<file path="src/rtl/nvs_pkg.sv">
// Package: shared types for the store/recall arbiter.
// Assumes: one clock domain, request inputs already synchronised.
package nvs_pkg;

    // Phases of the operation sequencer.
    typedef enum logic [2:0] {
        ST_IDLE   = 3'd0,
        ST_GRACE  = 3'd1,
        ST_STORE  = 3'd2,
        ST_RECALL = 3'd3,
        ST_HOLD   = 3'd4
    } nvs_state_e;

    // Outcome of request selection in an idle cycle.
    typedef enum logic [1:0] {
        GR_NONE   = 2'd0,
        GR_STORE  = 2'd1,
        GR_HOLD   = 2'd2,
        GR_RECALL = 2'd3
    } nvs_grant_e;

endpackage

</file>
<file path="src/rtl/nvs_dirty_track.sv">
// Module: nvs_dirty_track
// Records whether the SRAM array was written since the last completed
// store or recall. A write strobe counts only when the SRAM is neither
// blocked nor in the write-refusing grace phase.
// dirty_now_o also covers a write accepted in the current cycle.
// Assumes: clear_i and an accepted write never coincide, because clear_i
// is raised only while the SRAM is blocked.
module nvs_dirty_track (
    input  logic clk,
    input  logic rst_n,
    input  logic wr_strobe_i,
    input  logic wr_block_i,
    input  logic sram_block_i,
    input  logic clear_i,
    output logic dirty_now_o
);

    logic dirty_q;
    logic wr_ok;

    // A write takes effect only while the array is fully open.
    assign wr_ok = wr_strobe_i && !wr_block_i && !sram_block_i;

    // Sticky dirty flag, cleared by a finished nonvolatile operation.
    always_ff @(posedge clk) begin
        if (!rst_n) begin
            dirty_q <= 1'b0;
        end else if (clear_i) begin
            dirty_q <= 1'b0;
        end else if (wr_ok) begin
            dirty_q <= 1'b1;
        end
    end

    // A write racing a request in the same cycle already counts.
    assign dirty_now_o = dirty_q || wr_ok;

endmodule

</file>
<file path="src/rtl/nvs_req_select.sv">
// Module: nvs_req_select
// Selects the single operation to begin in an idle cycle.
// Eligibility first: a power-loss request needs a dirty array.
// Precedence among the eligible requests: power loss, store line,
// software store, software recall.
// A store-line request on a clean array becomes a hold: no store runs,
// but the SRAM stays off until the line is released.
// Assumes: the caller ignores the grant outside the idle phase.
module nvs_req_select
    import nvs_pkg::*;
(
    input  logic       idle_i,
    input  logic       dirty_i,
    input  logic       pwr_loss_i,
    input  logic       line_low_i,
    input  logic       sw_store_i,
    input  logic       sw_recall_i,
    output nvs_grant_e grant_o
);

    // Fixed-precedence choice with source-dependent eligibility.
    always_comb begin
        grant_o = GR_NONE;
        if (idle_i) begin
            if (pwr_loss_i && dirty_i) begin
                grant_o = GR_STORE;
            end else if (line_low_i) begin
                grant_o = dirty_i ? GR_STORE : GR_HOLD;
            end else if (sw_store_i) begin
                grant_o = GR_STORE;
            end else if (sw_recall_i) begin
                grant_o = GR_RECALL;
            end
        end
    end

endmodule

</file>
<file path="src/rtl/nvs_op_sequencer.sv">
// Module: nvs_op_sequencer
// Runs the phases grace -> store -> hold, or recall alone, with one shared
// phase counter. All outputs decode the state register, so none depends
// combinationally on an input.
// Assumes: each phase length parameter is at least 1.
module nvs_op_sequencer
    import nvs_pkg::*;
#(
    parameter int GRACE_CYCLES  = 125,
    parameter int STORE_CYCLES  = 1250000,
    parameter int RECALL_CYCLES = 2500
) (
    input  logic       clk,
    input  logic       rst_n,
    input  nvs_grant_e grant_i,
    input  logic       line_high_i,
    output logic       idle_o,
    output logic       busy_pull_o,
    output logic       wr_block_o,
    output logic       sram_block_o,
    output logic       store_start_o,
    output logic       recall_start_o,
    output logic       dirty_clear_o
);

    localparam int MAX_A  = (GRACE_CYCLES > STORE_CYCLES) ? GRACE_CYCLES : STORE_CYCLES;
    localparam int MAX_C  = (MAX_A > RECALL_CYCLES) ? MAX_A : RECALL_CYCLES;
    localparam int CW     = (MAX_C > 1) ? $clog2(MAX_C) : 1;
    localparam logic [CW-1:0] G_LAST = CW'(GRACE_CYCLES - 1);
    localparam logic [CW-1:0] S_LAST = CW'(STORE_CYCLES - 1);
    localparam logic [CW-1:0] R_LAST = CW'(RECALL_CYCLES - 1);

    nvs_state_e    state_q, state_d;
    logic [CW-1:0] cnt_q, cnt_d;

    // Next phase and counter value.
    always_comb begin
        state_d = state_q;
        cnt_d   = cnt_q + 1'b1;
        unique case (state_q)
            ST_IDLE: begin
                cnt_d = '0;
                unique case (grant_i)
                    GR_STORE:  state_d = ST_GRACE;
                    GR_HOLD:   state_d = ST_HOLD;
                    GR_RECALL: state_d = ST_RECALL;
                    default:   state_d = ST_IDLE;
                endcase
            end
            ST_GRACE: begin
                if (cnt_q == G_LAST) begin
                    state_d = ST_STORE;
                    cnt_d   = '0;
                end
            end
            ST_STORE: begin
                if (cnt_q == S_LAST) begin
                    state_d = ST_HOLD;
                    cnt_d   = '0;
                end
            end
            ST_RECALL: begin
                if (cnt_q == R_LAST) begin
                    state_d = ST_IDLE;
                    cnt_d   = '0;
                end
            end
            ST_HOLD: begin
                cnt_d = '0;
                if (line_high_i) begin
                    state_d = ST_IDLE;
                end
            end
            default: begin
                state_d = ST_IDLE;
                cnt_d   = '0;
            end
        endcase
    end

    // Phase and counter registers.
    always_ff @(posedge clk) begin
        if (!rst_n) begin
            state_q <= ST_IDLE;
            cnt_q   <= '0;
        end else begin
            state_q <= state_d;
            cnt_q   <= cnt_d;
        end
    end

    // Output decode from the registered phase.
    always_comb begin
        idle_o         = (state_q == ST_IDLE);
        busy_pull_o    = (state_q == ST_GRACE) || (state_q == ST_STORE);
        wr_block_o     = (state_q == ST_GRACE);
        sram_block_o   = (state_q == ST_STORE) || (state_q == ST_RECALL) ||
                         (state_q == ST_HOLD);
        store_start_o  = (state_q == ST_STORE)  && (cnt_q == '0);
        recall_start_o = (state_q == ST_RECALL) && (cnt_q == '0);
        dirty_clear_o  = ((state_q == ST_STORE)  && (cnt_q == S_LAST)) ||
                         ((state_q == ST_RECALL) && (cnt_q == R_LAST));
    end

endmodule

</file>
<file path="src/rtl/nvs_store_arbiter.sv">
// Module: nvs_store_arbiter (top)
// Arbitrates stores from the store line, power loss and software, and
// recalls from software. It tracks writes to skip needless stores,
// allows a grace phase before each store, drives the store line low as a
// busy flag, and gates the SRAM.
// Assumes: store_line_i reflects this block's own pull-down as well as
// external drivers; request pulses are one cycle wide.
module nvs_store_arbiter
    import nvs_pkg::*;
#(
    parameter int GRACE_CYCLES  = 125,
    parameter int STORE_CYCLES  = 1250000,
    parameter int RECALL_CYCLES = 2500
) (
    input  logic clk,
    input  logic rst_n,
    input  logic store_line_i,
    input  logic pwr_loss_req_i,
    input  logic sw_store_req_i,
    input  logic sw_recall_req_i,
    input  logic sram_wr_strobe_i,
    output logic busy_pull_o,
    output logic sram_block_o,
    output logic wr_block_o,
    output logic store_start_o,
    output logic recall_start_o
);

    logic       idle;
    logic       dirty_now;
    logic       dirty_clear;
    nvs_grant_e grant;

    nvs_dirty_track u_dirty (
        .clk          (clk),
        .rst_n        (rst_n),
        .wr_strobe_i  (sram_wr_strobe_i),
        .wr_block_i   (wr_block_o),
        .sram_block_i (sram_block_o),
        .clear_i      (dirty_clear),
        .dirty_now_o  (dirty_now)
    );

    nvs_req_select u_select (
        .idle_i      (idle),
        .dirty_i     (dirty_now),
        .pwr_loss_i  (pwr_loss_req_i),
        .line_low_i  (!store_line_i),
        .sw_store_i  (sw_store_req_i),
        .sw_recall_i (sw_recall_req_i),
        .grant_o     (grant)
    );

    nvs_op_sequencer #(
        .GRACE_CYCLES  (GRACE_CYCLES),
        .STORE_CYCLES  (STORE_CYCLES),
        .RECALL_CYCLES (RECALL_CYCLES)
    ) u_seq (
        .clk            (clk),
        .rst_n          (rst_n),
        .grant_i        (grant),
        .line_high_i    (store_line_i),
        .idle_o         (idle),
        .busy_pull_o    (busy_pull_o),
        .wr_block_o     (wr_block_o),
        .sram_block_o   (sram_block_o),
        .store_start_o  (store_start_o),
        .recall_start_o (recall_start_o),
        .dirty_clear_o  (dirty_clear)
    );

endmodule

</file>
<file path="config.mk">
export PLATFORM = sky130hd
export DESIGN_NAME = nvs_store_arbiter
export DESIGN_NICKNAME = d
export VERILOG_FILES = /design/src/rtl/nvs_pkg.sv /design/src/rtl/nvs_dirty_track.sv /design/src/rtl/nvs_req_select.sv /design/src/rtl/nvs_op_sequencer.sv /design/src/rtl/nvs_store_arbiter.sv
export SDC_FILE = /design/constraint.sdc
export NUM_CORES = 1
export LEC_CHECK = 0
export BUFFER_PORTS_ARGS = -buffer_cell sky130_fd_sc_hd__buf_4
export CAP_MARGIN = 40
export CORE_AREA = 2 2 76 60
export CTS_CLUSTER_SIZE = 16
export DETAILED_ROUTE_END_ITERATION = 8
export DIE_AREA = 0 0 78 62
export PLACE_DENSITY_LB_ADDON = 0.25
export REMOVE_ABC_BUFFERS = 1
export SYNTH_ARGS = -nofsm -noshare
export SYNTH_HDL_FRONTEND = slang
export SYNTH_SLANG_ARGS = --single-unit
</file>
<file path="constraint.sdc">
create_clock -name clk -period 3.2 [get_ports clk]
set_input_delay 0.64 -clock clk [delete_from_list [all_inputs] [get_ports clk]]
set_output_delay 0.64 -clock clk [all_outputs]
set_load 0.05 [all_outputs]
</file>
# Word-level counts from Yosys, hierarchy flattened
# Cells that the tools add are included.
# totals
reg_bits,25
input_bits,7
output_inout_bits,5
wordCells,53
# op_classes
addsub,1
n_eq_ne,14
n_mux,16
n_bitwise,1
n_reduce_logical,18
# op_table
operator,n
$mux 21,3
$pmux 21 s3,1
$add 21x1->21 const B,1
$eq 21x12->1 const B,1
$eq 21x21->1 const B,1
$eq 21x7->1 const B,1
$logic_not 21->1,1
$pmux 3 s5,1
$mux 2,6
$mux 3,4
$pmux 3 s3,1
$logic_and 1x1->1,7
$eq 3x2->1 const B,2
$ne 2x2->1 const B,3
$logic_or 1x1->1,5
$eq 2x2->1 const B,2
$reduce_and 4->1,1
$eq 3x1->1 const B,1
$eq 3x3->1 const B,1
$logic_not 3->1,1
$eq 2x1->1 const B,1
$logic_not 1->1,2
$ne 2x1->1 const B,1
$reduce_or 2->1,1
$not 1->1,1

# Logic depth before layout (Yosys ltp)
# depth
word_depth,13
ltp_mapped,8
ltp_nobuf,7

# Modules after synthesis
# A second synthesis with hierarchy kept.
# unflattened
cells_unflattened,175
hier_area_um2,1435.1
# by_module_without_submodules
module,n_inst,cells_per_inst,area_per_inst_um2,seq_area_each_um2
nvs_op_sequencer,1,164,1338.8,480.5
nvs_dirty_track,1,5,52.6,20.0
nvs_req_select,1,5,40.0,0.0
nvs_store_arbiter,1,1,3.8,0.0

# Worst setup path after synthesis
# Ideal clock, no wire load.
# synth_timing
kind,register -> output
from,register u_seq.cnt_q[16]
to,output recall_start_o
arrival_ns,2.558
t_required_ns,2.560
slack_ns,0.002
stages_incl_launch_ff,5
path_buffers,1
path_cell_list,dfxtp_1 > clkbuf_2 > nor4_1 > nand3_1 > nor4b_1
# synth_between
elab_chain_len,2
# synth_rtl
element,line,text
start: declaration,nvs_op_sequencer.sv:34,"logic [CW-1:0] cnt_q, cnt_d;"
start signal: assignment,nvs_op_sequencer.sv:88,cnt_q <= cnt_d;
$logic_not 21->1,nvs_op_sequencer.sv:100,recall_start_o = (state_q == ST_RECALL) && (cnt_q == '0);
$logic_and 1x1->1,nvs_op_sequencer.sv:100,
end: declaration,nvs_store_arbiter.sv:26,output logic recall_start_o
# No other way between the ends.

# Worst setup path in the final report
# layout_timing
from,register u_seq.cnt_q[2]
to,output recall_start_o
# The elaborated chain is that of the path after synthesis.

==> impl_results.md <==
* IO buf count at 11
* Worst path arrival time at 1.86 ns
* PostCTS Resize Cnt at 0
* Initial antenna violation count at 0
* Total die area at 4840 um2
* Routed wire per std cell at 13.1 um
* Nets@finish at 181
* Worst-margin pin slew at 0.492 ns
* Hold Crit Class: reg -> reg
* Routability cong. at 0.816
* CTS tree: yes
* Worst Hold Path EP: u_seq.cnt_q[0]$_SDFF_PN0_
* Hold path startpoint: u_seq.cnt_q[0]$_SDFF_PN0_
* Power per cell area at 557 nW/um2
* Starting Density at 32.6%
* Initial drt markers at 93
* Pre-Repair DR Iteration Count at 4
* Placed Cells at 224
* Slew headroom at 66.9%
* Worst reg2reg path depth at 5
* Critical path capture point type: output port
* Final min period at 2.50 ns
* N_diodes at 0
* Worst Path Required at 2.56 ns
* Final setup fails at 0
* Via count at 1183
* Worst reg2reg startpoint: u_seq.cnt_q[10]$_SDFF_PN0_
* Core area at 4200 um2
* Avg Cell Area, Syn at 8.40 um2
* Final core utilization at 36.6%
* Setup Fix Bufs, Post-CTS at 0
* Final Routed Wirelength at 2980 um
* Slew Limit Fails at 0
* Setup TNS Final at 0 ns
* I/O pins at 12
* Fin cells at 228
* Slowest stage delay, CP at 0.48 ns
* Chip Height at 62 um
* Peak supply drop at 0.205 mV
* Crit Path Class: reg -> out
* Post-synth EDFFs at 0
* Worst setup SP type: flip-flop
* Total power draw at 0.000857 W
* Slowest CP cell: nor4_1
* Syn Inst Count at 163
* Cts bufs inserted at 3
* FF-to-FF setup slack at 1.11 ns
* Post-Synthesis Cell Area at 1370 um2
* DRC Markers at 0
* Post-DP HPWL at 2190 um
* Root buffer cell: clkbuf_8
* Share of cells above drive strength 1 at 14.0%
* #FFs+latches synth at 25
* H-tree lvl count at 1
* FMAX at 400 MHz
* Max-cap viol count at 0
* Sequence of cells on the critical path: nor4_1 > nand3_1 > nor4b_1 > buf_4
* Post-synth top flop: dfxtp_1
* Largest net degree at the start of global routing at 22
* Final ANT Viol Nets at 0
* Reg clk slew, reported paths at 0.08 ns
* Hold Path Cell Cnt at 1
* GRT overflow at 0
* Yosys cell types at 42
* Final period util at 78.1%
* Clock tree buffer depth at 2
* Fill cell count at 433
* Fin Clk Skew at 0.00703 ns
* Crit Path Max Fanout at 6
* Sequential share of the synthesized area at 36.6%
* P&R area growth vs syn at 12.3%
* End of the worst register-to-register path: u_seq.cnt_q[2]$_SDFF_PN0_
* First-pass GRT wire length at 5140 um
* Row count at 21
* Yosys Warn Count at 0
* Leak Pwr at 0.522 nW
* RSZ-0062 raised after global routing: no
* Post-CTS Hold Fix Bufs at 0
* Fraction of registers with async set/reset at 0%
* Vias per inst at 5.19
* Via count of the first global-routing pass at 1073
* Worst skew pair latency at 0.27 ns
* Final Hold Fails at 0
* Status: finished clean
* Clk sink count at 25
* Die Wd at 78 um
* Tot GR Track Use at 13.7%
==> cells in the mapped netlist (2+ instances only) <==
cell | count | share of area [%]
o21ai_0 | 6 | 2.2
clkbuf_1 | 4 | 1.1
clkbuf_2 | 2 | 0.73
xnor2_1 | 6 | 3.8
ha_1 | 2 | 1.8
inv_1 | 4 | 1.1
nand3_1 | 10 | 3.7
xor2_1 | 14 | 9.0
nor4_1 | 4 | 1.8
and2_1 | 2 | 0.91
nand4_1 | 8 | 3.7
nand2_1 | 9 | 2.5
buf_2 | 2 | 0.73
a21oi_1 | 4 | 1.5
nor2_1 | 16 | 4.4
dfxtp_1 | 25 | 37
or4_1 | 2 | 1.1
and3_1 | 4 | 1.8
nor3b_1 | 2 | 1.1
nor3_1 | 15 | 5.5
==> sequential cells by signal, summed over array words and instances (netlist names) <==
| register | count |
|---|---|
| u_seq.state_q | 3 |
| u_seq.cnt_q | 21 |
| u_dirty.dirty_q | 1 |
==> per-stage QoR <==
step	cell area (um2)	hold slack [ns]	setup WS, ns
3_3_place_gp	1490	0.507	1.05
2_1_floorplan	1320	0.480	0.0453
5_1_grt	1540	0.587	0.489
3_5_place_dp	1490	0.534	1.02
6_report	1540	0.549	0.700
4_1_cts	1540	0.553	0.712
==> layout make-up <==
| class | count | area, um2 | area share [%] |
|---|---|---|---|
| Clock buffer | 3 | 41.3 | 2.69 |
| Clock inverter | 1 | 5.00 | 0.325 |
| Inverter | 4 | 15.0 | 0.976 |
| Multi-Input combinational cell | 125 | 807 | 52.5 |
| Sequential cell | 25 | 500 | 32.5 |
| Tap cell | 57 | 71.3 | 4.64 |
| Timing Repair Buffer | 13 | 97.6 | 6.35 |
==> cell usage in the layout (no fill, tap or decap), types with 2 or more instances in the layout <==
master,netlist,final
a21oi_1,4,4
and3_1,4,4
ha_1,2,2
nand2_1,9,9
xor2_1,14,14
nor4_1,4,4
or4_1,2,2
inv_1,4,4
buf_4,0,13
dfxtp_1,25,25
xnor2_1,6,6
nor2_1,16,16
nor3_1,15,15
and2_1,2,2
clkbuf_8,0,3
nand3_1,10,10
nand4_1,8,8
o21ai_0,6,6
nor3b_1,2,2
==> how the worst max path moves through the flow <==
stage                                         start        endpoint  cells past startpoint
after floorplan           u_seq.cnt_q[3]$_SDFF_PN0_  recall_start_o                      3
after global placement    u_seq.cnt_q[2]$_SDFF_PN0_  recall_start_o                      4
after detailed placement  u_seq.cnt_q[2]$_SDFF_PN0_  recall_start_o                      4
after CTS                 u_seq.cnt_q[0]$_SDFF_PN0_  recall_start_o                      6
after global routing      u_seq.cnt_q[0]$_SDFF_PN0_  recall_start_o                      6
final                     u_seq.cnt_q[2]$_SDFF_PN0_  recall_start_o                      4
==> power breakdown <==
group | leakage (nW) | internal (W) | switching, W
Combinational | 0.294 | 0.0000998 | 0.000213
Sequential | 0.202 | 0.000327 | 0.0000308
Clock | 0.0255 | 0.0000872 | 0.0000992
==> kinds of logic after synthesis <==
| logic type | count (synthesis) | share of synthesized area [%] |
|---|---|---|
| simple gates | 84 | 34.6 |
| flops | 25 | 36.6 |
| xor+xnor | 20 | 12.8 |
| compound gates | 19 | 9.78 |
| buf+inv | 13 | 4.48 |
| fa+ha+maj | 2 | 1.83 |
==> critical path, delay by kind of cell (launching register included) <==
kind,cells,cell delay [ns]
DFF,1,0.37
and+or+nand+nor,3,0.95
buffers and inverters,1,0.26
==> metal layers <==
| metal | GRT usage (%) | wire length (um) | vias to the layer above |
|---|---|---|---|
| li1 | - | - | 600 |
| met1 | 19.7 | 1490 | 559 |
| met2 | 20.3 | 1320 | 20 |
| met3 | 3.90 | 138 | 4 |
| met4 | 3.76 | 25 | 0 |
| met5 | 0 | 0 | - |
Note: power is estimated with default switching activity, not from simulation.
